`src/rtl/enc_cnt_pkg.sv`:
```
package enc_cnt_pkg;
  localparam int MODE_W = 4;
  localparam int ADDR_W = 4;

  localparam logic [MODE_W-1:0] MD_QUAD4  = 4'd4;
  localparam logic [MODE_W-1:0] MD_PDIR   = 4'd5;
  localparam logic [MODE_W-1:0] MD_QUAD2B = 4'd7;

  localparam logic [ADDR_W-1:0] A_MODE1 = 4'd0;
  localparam logic [ADDR_W-1:0] A_MODE2 = 4'd1;
  localparam logic [ADDR_W-1:0] A_CTL1  = 4'd2;
  localparam logic [ADDR_W-1:0] A_CTL2  = 4'd3;
  localparam logic [ADDR_W-1:0] A_CNT1  = 4'd4;
  localparam logic [ADDR_W-1:0] A_CNT2  = 4'd5;
  localparam logic [ADDR_W-1:0] A_CMP1  = 4'd6;
  localparam logic [ADDR_W-1:0] A_CMP2  = 4'd7;
  localparam logic [ADDR_W-1:0] A_STAT1 = 4'd8;
  localparam logic [ADDR_W-1:0] A_STAT2 = 4'd9;
  localparam logic [ADDR_W-1:0] A_CFG   = 4'd10;
  localparam logic [ADDR_W-1:0] A_CNT32 = 4'd11;
  localparam logic [ADDR_W-1:0] A_CMP32 = 4'd12;
endpackage

```
`src/rtl/phase_front.sv`:
```
module phase_front #(
  parameter int NPIN = 4
) (
  input  logic            clk_i,
  input  logic            rst_ni,
  input  logic [NPIN-1:0] pin_i,
  output logic [NPIN-1:0] cur_o,
  output logic [NPIN-1:0] prv_o
);
  for (genvar i = 0; i < NPIN; i++) begin : g_pin
    logic s1_q, s2_q, p_q;
    always_ff @(posedge clk_i or negedge rst_ni) begin
      if (!rst_ni) begin
        s1_q <= 1'b0;
        s2_q <= 1'b0;
        p_q  <= 1'b0;
      end else begin
        s1_q <= pin_i[i];
        s2_q <= s1_q;
        p_q  <= s2_q;
      end
    end
    assign cur_o[i] = s2_q;
    assign prv_o[i] = p_q;
  end
endmodule

```
`src/rtl/phase_decode.sv`:
```
module phase_decode
  import enc_cnt_pkg::*;
(
  input  logic [MODE_W-1:0] mode_i,
  input  logic              a_i,
  input  logic              a_q_i,
  input  logic              b_i,
  input  logic              b_q_i,
  output logic              step_o,
  output logic              up_o
);
  logic a_chg, b_chg;
  assign a_chg = a_i ^ a_q_i;
  assign b_chg = b_i ^ b_q_i;

  always_comb begin
    step_o = 1'b0;
    up_o   = 1'b0;
    case (mode_i)
      MD_QUAD4: begin
        step_o = a_chg ^ b_chg;  // simultaneous change is invalid
        up_o   = a_chg ? (a_i != b_i) : (b_i == a_i);
      end
      MD_PDIR: begin
        step_o = a_i & ~a_q_i;
        up_o   = b_i;
      end
      MD_QUAD2B: begin
        step_o = b_chg;
        up_o   = (b_i == a_i);
      end
      default: ;
    endcase
  end

  always_comb begin

    if (mode_i == MD_QUAD4 && a_chg && b_chg) inv_pair_chk: assert (!step_o);

    if (mode_i == MD_QUAD2B && !b_chg) a_ignored_chk: assert (!step_o);

    if (mode_i == MD_PDIR && step_o) pdir_rise_chk: assert (a_i && !a_q_i);
  end
endmodule

```
`src/rtl/cnt_half.sv`:
```
module cnt_half #(
  parameter int W = 16
) (
  input  logic         clk_i,
  input  logic         rst_ni,
  input  logic         wr_i,
  input  logic [W-1:0] wdata_i,
  input  logic         step_i,
  input  logic         up_i,
  input  logic         clr_i,
  output logic [W-1:0] cnt_o,
  output logic         dir_o,
  output logic         wrap_o
);
  logic [W-1:0] cnt_q;
  logic         dir_q;

  assign wrap_o = step_i & ~clr_i & ~wr_i &
                  (up_i ? (cnt_q == '1) : (cnt_q == '0));

  always_ff @(posedge clk_i or negedge rst_ni) begin
    if (!rst_ni) begin
      cnt_q <= '0;
      dir_q <= 1'b0;
    end else if (wr_i) begin
      cnt_q <= wdata_i;
    end else if (step_i) begin
      dir_q <= up_i;
      if (clr_i)     cnt_q <= '0;
      else if (up_i) cnt_q <= cnt_q + 1'b1;
      else           cnt_q <= cnt_q - 1'b1;
    end
  end

  assign cnt_o = cnt_q;
  assign dir_o = dir_q;


  wr_prio_chk: assert property (@(posedge clk_i) disable iff (!rst_ni)
    wr_i |=> cnt_q == $past(wdata_i));

  clr_chk: assert property (@(posedge clk_i) disable iff (!rst_ni)
    step_i && clr_i && !wr_i |=> cnt_q == '0);

  up_wrap_chk: assert property (@(posedge clk_i) disable iff (!rst_ni)
    step_i && up_i && !clr_i && !wr_i && cnt_q == '1 |=> cnt_q == '0);

  hold_chk: assert property (@(posedge clk_i) disable iff (!rst_ni)
    !step_i && !wr_i |=> $stable(cnt_q));

  dir_chk: assert property (@(posedge clk_i) disable iff (!rst_ni)
    step_i && !wr_i |=> dir_q == $past(up_i));
endmodule

```
`src/rtl/enc_cnt_timer.sv`:
```
module enc_cnt_timer
  import enc_cnt_pkg::*;
#(
  parameter int CNT_W = 16
) (
  input  logic                 clk_i,
  input  logic                 rst_ni,
  input  logic                 ph_a_i,
  input  logic                 ph_b_i,
  input  logic                 ph_c_i,
  input  logic                 ph_d_i,
  input  logic                 wr_en_i,
  input  logic [ADDR_W-1:0]    addr_i,
  input  logic [2*CNT_W-1:0]   wdata_i,
  output logic [2*CNT_W-1:0]   rdata_o
);
  localparam int DATA_W = 2 * CNT_W;
  localparam int NPIN   = 4;
  localparam int DIR_B  = 7;

  logic [MODE_W-1:0] mode1_q, mode2_q;
  logic              ctl1_q, ctl2_q, casc_q, sel_q;
  logic [CNT_W-1:0]  cmp1_q, cmp2_q;

  always_ff @(posedge clk_i or negedge rst_ni) begin
    if (!rst_ni) begin
      mode1_q <= '0;
      mode2_q <= '0;
      ctl1_q  <= 1'b0;
      ctl2_q  <= 1'b0;
      casc_q  <= 1'b0;
      sel_q   <= 1'b0;
      cmp1_q  <= '1;
      cmp2_q  <= '1;
    end else if (wr_en_i) begin
      case (addr_i)
        A_MODE1: mode1_q <= wdata_i[MODE_W-1:0];
        A_MODE2: mode2_q <= wdata_i[MODE_W-1:0];
        A_CTL1:  ctl1_q  <= wdata_i[0];
        A_CTL2:  ctl2_q  <= wdata_i[0];
        A_CMP1:  cmp1_q  <= wdata_i[CNT_W-1:0];
        A_CMP2:  cmp2_q  <= wdata_i[CNT_W-1:0];
        A_CFG:   {sel_q, casc_q} <= wdata_i[1:0];
        A_CMP32: {cmp2_q, cmp1_q} <= wdata_i;
        default: ;
      endcase
    end
  end

  logic [NPIN-1:0] cur, prv;
  phase_front #(.NPIN(NPIN)) u_front (
    .clk_i, .rst_ni,
    .pin_i ({ph_d_i, ph_c_i, ph_b_i, ph_a_i}),
    .cur_o (cur),
    .prv_o (prv)
  );

  logic step1, up1, dstep2, dup2;
  phase_decode u_dec1 (
    .mode_i (mode1_q), .a_i (cur[0]), .a_q_i (prv[0]),
    .b_i (cur[1]), .b_q_i (prv[1]), .step_o (step1), .up_o (up1)
  );
  phase_decode u_dec2 (
    .mode_i (mode2_q),
    .a_i (sel_q ? cur[2] : cur[0]), .a_q_i (sel_q ? prv[2] : prv[0]),
    .b_i (sel_q ? cur[3] : cur[1]), .b_q_i (sel_q ? prv[3] : prv[1]),
    .step_o (dstep2), .up_o (dup2)
  );

  logic [CNT_W-1:0] cnt1, cnt2, wd2;
  logic             dir1, dir2, wrap1, wrap2_unused;
  logic             wr1, wr2, clr1, clr2, step2, up2;

  assign wr1 = wr_en_i & (addr_i == A_CNT1 || addr_i == A_CNT32);
  assign wr2 = wr_en_i & (addr_i == A_CNT2 || addr_i == A_CNT32);
  assign wd2 = (addr_i == A_CNT32) ? wdata_i[DATA_W-1:CNT_W] : wdata_i[CNT_W-1:0];

  assign clr1  = ctl1_q & (casc_q ? ({cnt2, cnt1} == {cmp2_q, cmp1_q}) : (cnt1 == cmp1_q));
  assign clr2  = casc_q ? clr1 : (ctl2_q & (cnt2 == cmp2_q));
  assign step2 = casc_q ? ((step1 & clr1 & ~wr1) | wrap1) : dstep2;
  assign up2   = casc_q ? up1 : dup2;

  cnt_half #(.W(CNT_W)) u_lo (
    .clk_i, .rst_ni, .wr_i (wr1), .wdata_i (wdata_i[CNT_W-1:0]),
    .step_i (step1), .up_i (up1), .clr_i (clr1),
    .cnt_o (cnt1), .dir_o (dir1), .wrap_o (wrap1)
  );
  cnt_half #(.W(CNT_W)) u_hi (
    .clk_i, .rst_ni, .wr_i (wr2), .wdata_i (wd2),
    .step_i (step2), .up_i (up2), .clr_i (clr2),
    .cnt_o (cnt2), .dir_o (dir2), .wrap_o (wrap2_unused)
  );

  always_comb begin
    rdata_o = '0;
    case (addr_i)
      A_MODE1: rdata_o = DATA_W'(mode1_q);
      A_MODE2: rdata_o = DATA_W'(mode2_q);
      A_CTL1:  rdata_o = DATA_W'(ctl1_q);
      A_CTL2:  rdata_o = DATA_W'(ctl2_q);
      A_CNT1:  rdata_o = DATA_W'(cnt1);
      A_CNT2:  rdata_o = DATA_W'(cnt2);
      A_CMP1:  rdata_o = DATA_W'(cmp1_q);
      A_CMP2:  rdata_o = DATA_W'(cmp2_q);
      A_STAT1: rdata_o[DIR_B] = dir1;
      A_STAT2: rdata_o[DIR_B] = dir2;
      A_CFG:   rdata_o = DATA_W'({sel_q, casc_q});
      A_CNT32: rdata_o = {cnt2, cnt1};
      A_CMP32: rdata_o = {cmp2_q, cmp1_q};
      default: ;
    endcase
  end


  casc_hi_chk: assert property (@(posedge clk_i) disable iff (!rst_ni)
    casc_q && !wr2 && !step1 |=> $stable(cnt2));
endmodule

```
`config.mk`:
```
export PLATFORM = sky130hd
export DESIGN_NAME = enc_cnt_timer
export DESIGN_NICKNAME = d
export VERILOG_FILES = /design/src/rtl/enc_cnt_pkg.sv /design/src/rtl/phase_front.sv /design/src/rtl/phase_decode.sv /design/src/rtl/cnt_half.sv /design/src/rtl/enc_cnt_timer.sv
export SDC_FILE = /design/constraint.sdc
export NUM_CORES = 1
export LEC_CHECK = 0
export BUFFER_PORTS_ARGS = -buffer_cell sky130_fd_sc_hd__clkbuf_2
export CORE_MARGIN = 2
export CORE_UTILIZATION = 55
export CTS_CLUSTER_DIAMETER = 80
export CTS_CLUSTER_SIZE = 24
export DETAILED_ROUTE_END_ITERATION = 8
export PLACE_DENSITY = 0.76
export SLEW_MARGIN = 10
export SYNTH_ARGS = -nofsm -noshare
export SYNTH_HDL_FRONTEND = slang
export SYNTH_SLANG_ARGS = --single-unit
```
`constraint.sdc`:
```
create_clock -name clk_i -period 10.4 [get_ports clk_i]
set_input_delay 2.6 -clock clk_i [delete_from_list [all_inputs] [get_ports clk_i]]
set_output_delay 2.6 -clock clk_i [all_outputs]
set_load 0.02 [all_outputs]
```
==> metrics.md, run 1 <==
| Metric | Value |
|---|---|
| Post-Synthesis Net Count | 817 |
| Syn_area_per_cell | 9.11 um^2 |
| Mapped Cells | 742 |
| DRC Markers | 0 |
| Arrival time at the worst endpoint | 4.59 ns |
| Die area | 0.0132 mm^2 |
| Worst path required time | 7.80 ns |
| VDD IR-drop max | 0.104 mV |
| GRT Residual Overflow | 0 |
| Post-route insts no fill | 947 |
| Sequential area share after synthesis | 33.9% |
| Setup TNS | 0 ns |
| Critical Path Sink Type | primary output |
| Number of H-tree levels | 3 |
| Antenna violations before repair | 0 |
| Worst R2R Setup Slack | 4.63 ns |
| PortBufs | 74 |
| Setup crit start kind | input port |
| Inserted Clock Buffers | 9 |
| WL final | 19300 um |
| Layout cell share with drive strength beyond 1 | 22.4% |
| CTS Hold Bufs | 0 |
| Vias | 6200 |
| Synthesized area | 0.00676 mm^2 |
| WHS Endpoint | u_front.g_pin[2].s2_q |
| Final setup viols | 0 |
| Chip height | 115 um |
| Final ANT Viol Nets | 0 |
| Reg2Reg Depth | 17 |
| CORE AREA | 0.0120 mm^2 |
| R2R Path Start | u_front.g_pin[0].s2_q |
| Critical-path top delay cell | nor3b_2 |
| #FFs+latches synth | 90 |
| Initial Util | 56.3% |
| Status | finished clean |
| Placed cell count | 931 |
| Number of max-cap violations | 0 |
| Post-synth ARST share | 100% |
| Fin crit period | 7.19 ns |
| Area growth syn-to-layout | 11.0% |
| Filler instances | 1034 |
| # Post-CTS Setup Buffers | 0 |
| Worst-margin pin slew | 1.28 ns |
| Number of global-route vias before repair | 5974 |
| Gr usage total | 30.0% |
| Worst Hold Class | flip-flop to flip-flop |
| Root Buffer | clkbuf_16 |
| Vias/cell | 6.55 |
| First-pass GRT wire length | 31100 um |
| Worst slew margin | 14.0% |
| Pwr Total | 2.09 mW |
| Boundary Pins | 75 |
| Final net count | 870 |
| Worst skew pair latency | 0.36 ns |
| Clk sinks | 90 |
| EDFF count, synth | 0 |
| Clk buf depth | 2 |
| Synth Flop Type | dfrtp_1 |
| FP Rows | 40 |
| PwrDens | 278 mW/mm^2 |
| Initial drt markers | 693 |
| Crit path kind | input port to primary output |
| Final Max Slew Viols | 0 |
| YS warnings | 0 |
| Most common cell after layout, fill and taps aside | nand2_1 |
| Hold path startpoint | u_front.g_pin[2].s1_q |
| Final Hold Fails | 0 |
| Highest-count cells in the layout ignoring fill and taps | 101 x nand2_1, 73 x clkbuf_2, 58 x dfrtp_1, 50 x xnor2_1, 43 x a21oi_1 |
| Pre-antenna DRT Iters | 7 |
| Reg-to-reg endpoint | u_hi.cnt_o[15] |
| Period utilisation layout | 69.1% |
| Hpwl dp | 14100 um |
| Leak | 3.24 nW |
| CTS resizes | 0 |
| Routability congestion estimate | 0.966 |
| DR WL/cell | 20.4 um |
| Worst-path clk slew | 0.07 ns |
| Post-layout util | 62.5% |
| Unrepaired setup endpoints after global routing | no |
| CP most frequent cell | clkbuf_2 |
| Hold Crit Depth | 0 |
| CP peak stage delay | 0.92 ns |
| F_max | 0.139 GHz |
| Largest net degree at the start of global routing | 80 |
| CTS tree | built |
| Post-synthesis cell type count | 72 |
| Critical Path Fanout Max | 17 |
| Critical Path, Cell by Cell | clkbuf_2 -> xnor2_1 -> nor3b_2 -> a222oi_1 -> nand2_1 -> clkbuf_2 |
| Max Clock Skew | 0.00778 ns |
| Ant. Diodes | 0 |
| Die X | 115 um |
[cell usage after synthesis, types with 2 or more instances]
library cell | instances | share of area [%]
buf_4 | 2 | 0.22
mux2i_1 | 26 | 3.9
a221o_2 | 4 | 0.67
inv_1 | 16 | 0.89
o31ai_1 | 8 | 0.89
a22o_1 | 16 | 2.1
nand2_1 | 101 | 5.6
buf_1 | 4 | 0.22
dfstp_2 | 32 | 12
a221oi_1 | 8 | 1.0
xnor2_1 | 50 | 6.5
ha_1 | 31 | 5.7
dfrtp_1 | 58 | 21
and2_1 | 6 | 0.56
a31oi_1 | 2 | 0.19
a222oi_1 | 12 | 1.8
mux2_2 | 29 | 4.8
o21ai_0 | 34 | 2.5
a21o_1 | 16 | 1.8
a21boi_0 | 2 | 0.22
nor2_1 | 40 | 2.2
o21a_1 | 2 | 0.22
nor4_1 | 7 | 0.65
nand4_1 | 13 | 1.2
and3_1 | 13 | 1.2
nor2b_1 | 9 | 0.83
buf_2 | 3 | 0.22
a22oi_1 | 4 | 0.44
or2_2 | 2 | 0.19
a221o_1 | 15 | 2.2
or3_1 | 8 | 0.74
nand2b_1 | 7 | 0.65
nand3_1 | 12 | 0.89
a21oi_1 | 43 | 3.2
clkbuf_1 | 26 | 1.4
o211ai_1 | 4 | 0.44
a211oi_1 | 2 | 0.22
nor3b_1 | 7 | 0.78
nor3_1 | 14 | 1.0
nand4bb_1 | 2 | 0.33
o21ai_1 | 9 | 0.67
xor2_1 | 13 | 1.7
[sequential cells by signal, summed over array words and instances, names as in the netlist]
signal / cells
u_hi.cnt_o: 16
u_hi.dir_o: 1
mode1_q: 4
ctl2_q: 1
u_front.g_pin.s1_q: 4
mode2_q: 4
sel_q: 1
ctl1_q: 1
u_front.g_pin.s2_q: 4
u_lo.dir_o: 1
cmp2_q: 16
casc_q: 1
cmp1_q: 16
u_front.g_pin.p_q: 4
u_lo.cnt_o: 16
[cell families (layout without fill, tap and decap cells)]
family,Yosys count,after routing,synth area share (%)
AND/OR/NAND/NOR,249,249,18.1
flip-flops,90,90,33.9
adder cells (fa/ha/maj),32,32,6.04
AO/OA/AOI/OAI,199,199,21.6
XOR/XNOR,64,64,8.41
buffers and inverters,53,111,3.22
multiplexers,55,55,8.68
[per-layer routing]
metal  up-vias  global-route usage [%]  wire, um
li1       2876                       -         -
met1      3045                    41.1      8380
met2       234                    48.1      9140
met4         0                    11.9       570
met5         -                       0         0
met3        45                    4.43      1200
[worst max path at each step]
stage / slack, ns / depth (start not counted) / end / from
2_1_floorplan: 3.69 / 6 / rdata_o[3] / addr_i[3]
3_3_place_gp: 3.32 / 6 / rdata_o[0] / addr_i[3]
3_5_place_dp: 3.27 / 6 / rdata_o[0] / addr_i[3]
4_1_cts: 3.28 / 6 / rdata_o[0] / addr_i[3]
5_1_grt: 3.13 / 6 / rdata_o[7] / addr_i[1]
6_report: 3.21 / 6 / rdata_o[15] / addr_i[1]
[area by class of cell]
cell class                      instances  area [um^2]  share of cell area [%]
Inverter                               17         63.8                   0.851
Clock buffer                            9          225                    3.00
Clock inverter                          7         66.3                   0.884
Tap cell                              147          184                    2.45
Sequential cell                        90         2290                    30.6
Timing Repair Buffer                   78          403                    5.37
Multi-Input combinational cell        599         4270                    56.9
[through the flow]
stage               hold WS (ns)  setup WS, ns  cell area, um^2
CTS                        0.352          3.28             7490
global route               0.358          3.13             7500
detailed placement         0.335          3.27             7200
floorplan                  0.331          3.69             6760
global placement           0.332          3.32             7200
finish                     0.351          3.21             7500
[critical path, delay by kind of cell]
kind	cells	cell delay, ns
buf+inv	2	0.40
xor+xnor	1	0.20
compound gates	1	0.28
simple gates	2	1.11
[power breakdown]
group,internal [mW],switching (mW)
logic,0.503,0.576
registers,0.480,0.202
clock network,0.169,0.159
No activity file was read; power rests on OpenSTA's default activity.
==> run 2: changes to the inputs <==
ABC_AREA = 1   (was not set)
PLACE_DENSITY = 0.75   (was 0.76)
clock period = 6.7 ns   (was 10.4 ns; I/O delays follow)
==> metrics.md, run 2 <==
| Metric | Value |
|---|---|
| Number of H-tree levels | 3 |
| Post-Synthesis Net Count | 1095 |
| Total net switching power | 1.64 mW |
| Crit path kind | input port to primary output |
| Reg2Reg Depth | 18 |
| Unrepaired setup endpoints after global routing | no |
| Clock Power Share | 14.1% |
| #FFs+latches synth | 90 |
| CP peak stage delay | 0.59 ns |
| Buf+Inv Stages, Crit Path | 5 |
| Highest-count cells in the layout ignoring fill and taps | 290 x nand2_1, 126 x inv_1, 99 x o21ai_0, 73 x clkbuf_2, 63 x nand3_1 |
| Comb power frac | 56.8% |
| Pre-CTS WS | 1.30 ns |
| Hold path startpoint | u_front.g_pin[1].s1_q |
| Switching share of power | 48.7% |
| Root Buffer | clkbuf_16 |
| Inserted Clock Buffers | 9 |
| Final ANT Viol Nets | 0 |
| Post-synthesis cell type count | 44 |
| Arrival time at the worst endpoint | 3.76 ns |
| Vias/cell | 5.77 |
| Synth Area in Adders | 5.79% |
| Die X | 117 um |
| Most common library cells after synthesis | 290 x nand2_1, 126 x inv_1, 99 x o21ai_0, 63 x nand3_1, 58 x dfrtp_1 |
| Worst path required time | 5.03 ns |
| DR WL/cell | 17.0 um |
| Die area | 0.0137 mm^2 |
| Worst-margin pin slew | 1.12 ns |
| Sequential area share after synthesis | 32.5% |
| Hpwl dp | 16700 um |
| Largest net degree at the start of global routing | 55 |
| CTS resizes | 0 |
| Synthesized area | 0.00705 mm^2 |
| CTS Hold Bufs | 0 |
| Syn_area_per_cell | 6.91 um^2 |
| CP endpoint | rdata_o[0] |
| Worst skew pair latency | 0.36 ns |
| Final Hold Fails | 0 |
| Leak | 3.79 nW |
| Clk buf depth | 2 |
| Post-synth top area share | 20.6% |
| Area leader, netlist | dfrtp_1 |
| Initial Util | 56.1% |
| Critical-path top delay cell | nor2_1 |
| Synth Area in Compound Gates | 20.8% |
| FP Rows | 41 |
| Initial drt markers | 659 |
| Status | finished clean |
| Most used standard cell by instance count after synthesis | nand2_1 |
| Period utilisation layout | 81.1% |
| Worst slew margin | 25.4% |
| Final setup viols | 0 |
| VDD IR-drop max | 0.262 mV |
| Post-synthesis xor/xnor area fraction | 4.72% |
| Reg-to-reg endpoint | u_hi.cnt_o[7] |
| Max Clock Skew | 0.0113 ns |
| CP delay by family, top | simple AND/OR/NAND/NOR gates |
| Pre-antenna DRT Iters | 5 |
| CTS tree | built |
| Number of max-cap violations | 0 |
| First-pass GRT wire length | 34000 um |
| Synth Flop Type | dfrtp_1 |
| Vias | 7259 |
| Clk sinks | 90 |
| F_max | 0.184 GHz |
| Sequential Power Share | 29.1% |
| Area growth syn-to-layout | 10.8% |
| PortBufs | 74 |
| Worst Hold Class | flip-flop to flip-flop |
| # Post-CTS Setup Buffers | 0 |
| Fin crit period | 5.43 ns |
| Final net count | 1157 |
| Gr usage total | 32.6% |
| Worst R2R Setup Slack | 2.44 ns |
| Fin worst setup slack | 1.27 ns |
| WL final | 21400 um |
| GRT Residual Overflow | 0 |
| Internal power | 1.72 mW |
| Post-layout util | 62.2% |
| Ant. Diodes | 0 |
| Main area contributors after synthesis | dfrtp_1 21%, nand2_1 15%, dfstp_2 12%, o21ai_0 7.0%, inv_1 6.7% |
| Worst-path clk slew | 0.06 ns |
| Layout cell share with drive strength beyond 1 | 13.6% |
| Final Max Slew Viols | 0 |
| Antenna violations before repair | 0 |
| Most common cell after layout, fill and taps aside | nand2_1 |
| Critical Path Fanout Max | 11 |
| Number of global-route vias before repair | 6663 |
| CORE AREA | 0.0126 mm^2 |
| Mapped Cells | 1020 |
| Critical Path Sink Type | primary output |
| Routability congestion estimate | 1.01 |
| YS warnings | 0 |
| Post-synth ARST share | 100% |
| R2R Path Start | u_front.g_pin[0].s2_q |
| Setup crit start kind | input port |
| Chip height | 117 um |
| Critical Path, Cell by Cell | clkbuf_2 -> inv_1 -> nor2_2 -> inv_2 -> nor2_1 -> inv_1 -> o221ai_1 -> nor4_1 -> o221ai_1 -> clkbuf_2 |
| DRC Markers | 0 |
| Worst setup path start | addr_i[2] |
| EDFF count, synth | 0 |
| PwrDens | 431 mW/mm^2 |
| Crit path depth | 10 |
| Main combinational cell family by area after synthesis | simple AND/OR/NAND/NOR gates |
| Setup TNS | 0 ns |
| Synth Area in Simple Gates | 27.1% |
| Post-synthesis mux area share | 0% |
| Boundary Pins | 75 |
## run 2: cell count changes in the layout (fill, tap and decap cells not counted), sizes merged, moves of 17 or more
cell   previous run  this run
inv              22       137
o22ai             0        23
nand2           102       292
a22o             17         0
mux2             29         0
a221o            19         0
nor2             41        59
o21ai            43       114
mux2i            26         0
nand3            12        64
xnor2            51        22
## run 2: area by class of cell
class,instances,area (um^2)
multi-input combinational,768,4120
clock inverter,5,38.8
clock buffer,11,233
inverter,135,507
timing repair buffer,78,403
fill,1196,4760
sequential,90,2290
tap,172,215
## run 2: cells by family (layout without fill, tap and decap cells)
group                      count (synthesis)  after routing
DFF                                       90             90
and+or+nand+nor                          453            453
adders and majority gates                 32             32
buffers and inverters                    162            229
AOI/OAI and AO/OA                        245            245
xor gates and xnor gates                  38             38
## run 2: worst reg2reg max path, stage by stage (launching register included)
cell and delay [ns]:
dfrtp_1 0.42, ha_1 0.30, inv_1 0.09, nand3_1 0.08
nand3_1 0.10, nand2_1 0.14, inv_1 0.51, nand2_1 0.12
nand2_1 0.53, ha_1 0.42, a21oi_1 0.19, o21ai_1 0.15
a21boi_0 0.44, o21ai_1 0.18, xor2_1 0.20, nand3_1 0.09
o21ai_1 0.14, nand2_1 0.06, nand2_1 0.06
## run 2: through the flow
step           power [mW]  instances  cell area, um^2  hold WS [ns]
5_1_grt              3.68       1259             7810         0.371
3_3_place_gp         2.83       1243             7540         0.333
3_5_place_dp         2.85       1243             7540         0.338
2_1_floorplan        2.37       1020             7050         0.331
4_1_cts              3.34       1259             7810         0.353
6_report             3.36       1259             7810         0.350
## run 2: worst min-delay path by stage
stage                                        to  cells after the start  slack (ns)
after global placement    u_front.g_pin[3].s2_q                      0        0.33
after CTS                 u_front.g_pin[1].s2_q                      0        0.35
after detailed placement  u_front.g_pin[1].s2_q                      0        0.34
after global routing      u_front.g_pin[1].s2_q                      0        0.37
final                     u_front.g_pin[1].s2_q                      0        0.35
after floorplan           u_front.g_pin[0].s2_q                      0        0.33
## run 2: layer usage
layer	vias to the layer above	share of wire [%]	GRT usage [%]
met1	3352	45	46.2
met5	-	0	0
met4	0	3.5	14.2
li1	3555	-	-
met2	300	45	50.8
met3	52	6.6	3.30
## run 2: power by group through the flow
stage	combinational (mW)	sequential (mW)	clock (mW)
global placement	1.85	0.975	0
floorplan	1.48	0.890	0
detailed placement	1.87	0.976	0
global route	2.18	0.999	0.504
CTS	1.89	0.969	0.481
finish	1.91	0.978	0.475
==> run 3: changes to the inputs <==
PLACE_DENSITY = 0.78   (was 0.75)
clock period = 4.9 ns   (was 6.7 ns; I/O delays follow)
==> metrics.md, run 3 (synthesis gave the netlist of run 2 again) <==
| Metric | Value |
|---|---|
| Largest net degree at the start of global routing | 56 |
| Critical Path Fanout Max | 11 |
| Clk sinks | 90 |
| Status | finished clean |
| Vias | 7359 |
| CTS Hold Bufs | 0 |
| Setup crit start kind | input port |
| Dpl cell area | 0.00759 mm^2 |
| Final setup viols | 0 |
| CORE AREA | 0.0126 mm^2 |
| Clk buf depth | 2 |
| PortBufs | 74 |
| Final net count | 1164 |
| Number of max-cap violations | 0 |
| FP Rows | 41 |
| Fin area | 0.00791 mm^2 |
| Pre-CTS WS | 0.822 ns |
| Layout cell share with drive strength beyond 1 | 14.4% |
| Worst Hold Class | flip-flop to flip-flop |
| Chip height | 117 um |
| Pre-antenna DRT Iters | 7 |
| Initial Util | 56.1% |
| F_max | 0.241 GHz |
| Period utilisation layout | 84.6% |
| Vias/cell | 5.81 |
| Unrepaired setup endpoints after global routing | no |
| Worst path required time | 3.67 ns |
| Critical Path Sink Type | primary output |
| Final Max Slew Viols | 0 |
| Number of H-tree levels | 3 |
| Hpwl dp | 16900 um |
| Worst skew pair latency | 0.36 ns |
| Die X | 117 um |
| DR WL/cell | 17.1 um |
| Worst slew margin | 42.8% |
| Final Hold Fails | 0 |
| Routability congestion estimate | 1.01 |
| Final ANT Viol Nets | 0 |
| # Post-CTS Setup Buffers | 0 |
| DRC Markers | 0 |
| PwrDens | 597 mW/mm^2 |
| Inserted Clock Buffers | 9 |
| Sequential cell area | 0.00229 mm^2 |
| CTS tree | built |
| WL final | 21600 um |
| Worst-margin pin slew | 0.857 ns |
| Highest-count cells in the layout ignoring fill and taps | 290 x nand2_1, 126 x inv_1, 99 x o21ai_0, 73 x clkbuf_2, 63 x nand3_1 |
| Ant. Diodes | 0 |
| Fin crit period | 4.15 ns |
| Worst-path clk slew | 0.07 ns |
| Most common cell after layout, fill and taps aside | nand2_1 |
| Footprint of the multi-input gates | 0.00412 mm^2 |
| Fin worst setup slack | 0.753 ns |
| Number of global-route vias before repair | 6801 |
| GRT Residual Overflow | 0 |
| Filler instances | 1188 |
| Area growth syn-to-layout | 12.3% |
| Arrival time at the worst endpoint | 2.92 ns |
| Setup TNS | 0 ns |
| CTS resizes | 0 |
| Gr usage total | 33.0% |
| Antenna violations before repair | 0 |
| Boundary Pins | 75 |
| Initial drt markers | 722 |
| VDD IR-drop max | 0.367 mV |
| Crit path kind | input port to primary output |
| Leak | 3.85 nW |
| Die area | 0.0137 mm^2 |
| Root Buffer | clkbuf_16 |
| Max Clock Skew | 0.0112 ns |
| First-pass GRT wire length | 34700 um |
run 3: final timing paths:
check                                   endpoint  slack (ns)                  start  depth (start not counted)
max                                   rdata_o[0]        0.75              addr_i[2]                         11
min                        u_front.g_pin[0].s2_q        0.35  u_front.g_pin[0].s1_q                          0
max reg2reg                       u_hi.cnt_o[13]        1.20                  sel_q                         19
min reg2reg                u_front.g_pin[0].s2_q        0.35  u_front.g_pin[0].s1_q                          0
max in group asynchronous             cmp1_q[12]        3.04                 rst_ni                          2
min in group asynchronous  u_front.g_pin[2].s2_q        0.90                 rst_ni                          1
run 3: through the flow:
step                power [mW]  hold slack, ns  util, %  cells
floorplan                 3.23           0.331        -   1020
global placement          3.88           0.331     60.4   1250
detailed placement        3.91           0.335     60.4   1250
CTS                       4.68           0.351     62.9   1266
global route              5.15           0.359     62.9   1266
finish                    4.72           0.349     62.9   1266
run 3: layer usage:
metal  vias to the layer above  wire [um]  part of all wire [%]  global-route usage (%)
met5                         -          0                     0                       0
met4                         0        785                   3.6                    14.6
met3                        56       1430                   6.6                    3.40
met2                       318       9910                    46                    52.2
met1                      3424       9470                    44                    45.9
li1                       3561          -                     -                       -
run 3: critical path: stages:
cell and delay, ns:
clkbuf_2 0.10, inv_1 0.08, nor2_2 0.07, inv_2 0.07, nor2_1 0.04, buf_4 0.17
inv_1 0.25, o221ai_1 0.17, nor4_1 0.24, o221ai_1 0.27, clkbuf_2 0.23
run 3: cell type report:
type | count | share of cell area, %
clock buffers | 10 | 3.02
well taps | 172 | 2.72
multi-input cells | 768 | 52.1
flip-flops and latches | 90 | 29.0
inverters | 135 | 6.41
clock inverters | 6 | 1.01
repair buffers | 85 | 5.76
run 3: power breakdown:
| part | total (mW) | switching, mW | internal, mW |
|---|---|---|---|
| clock network | 0.748 | 0.326 | 0.422 |
| logic | 2.63 | 1.62 | 1.01 |
| registers | 1.35 | 0.333 | 1.01 |
| total | 4.72 | 2.28 | 2.44 |
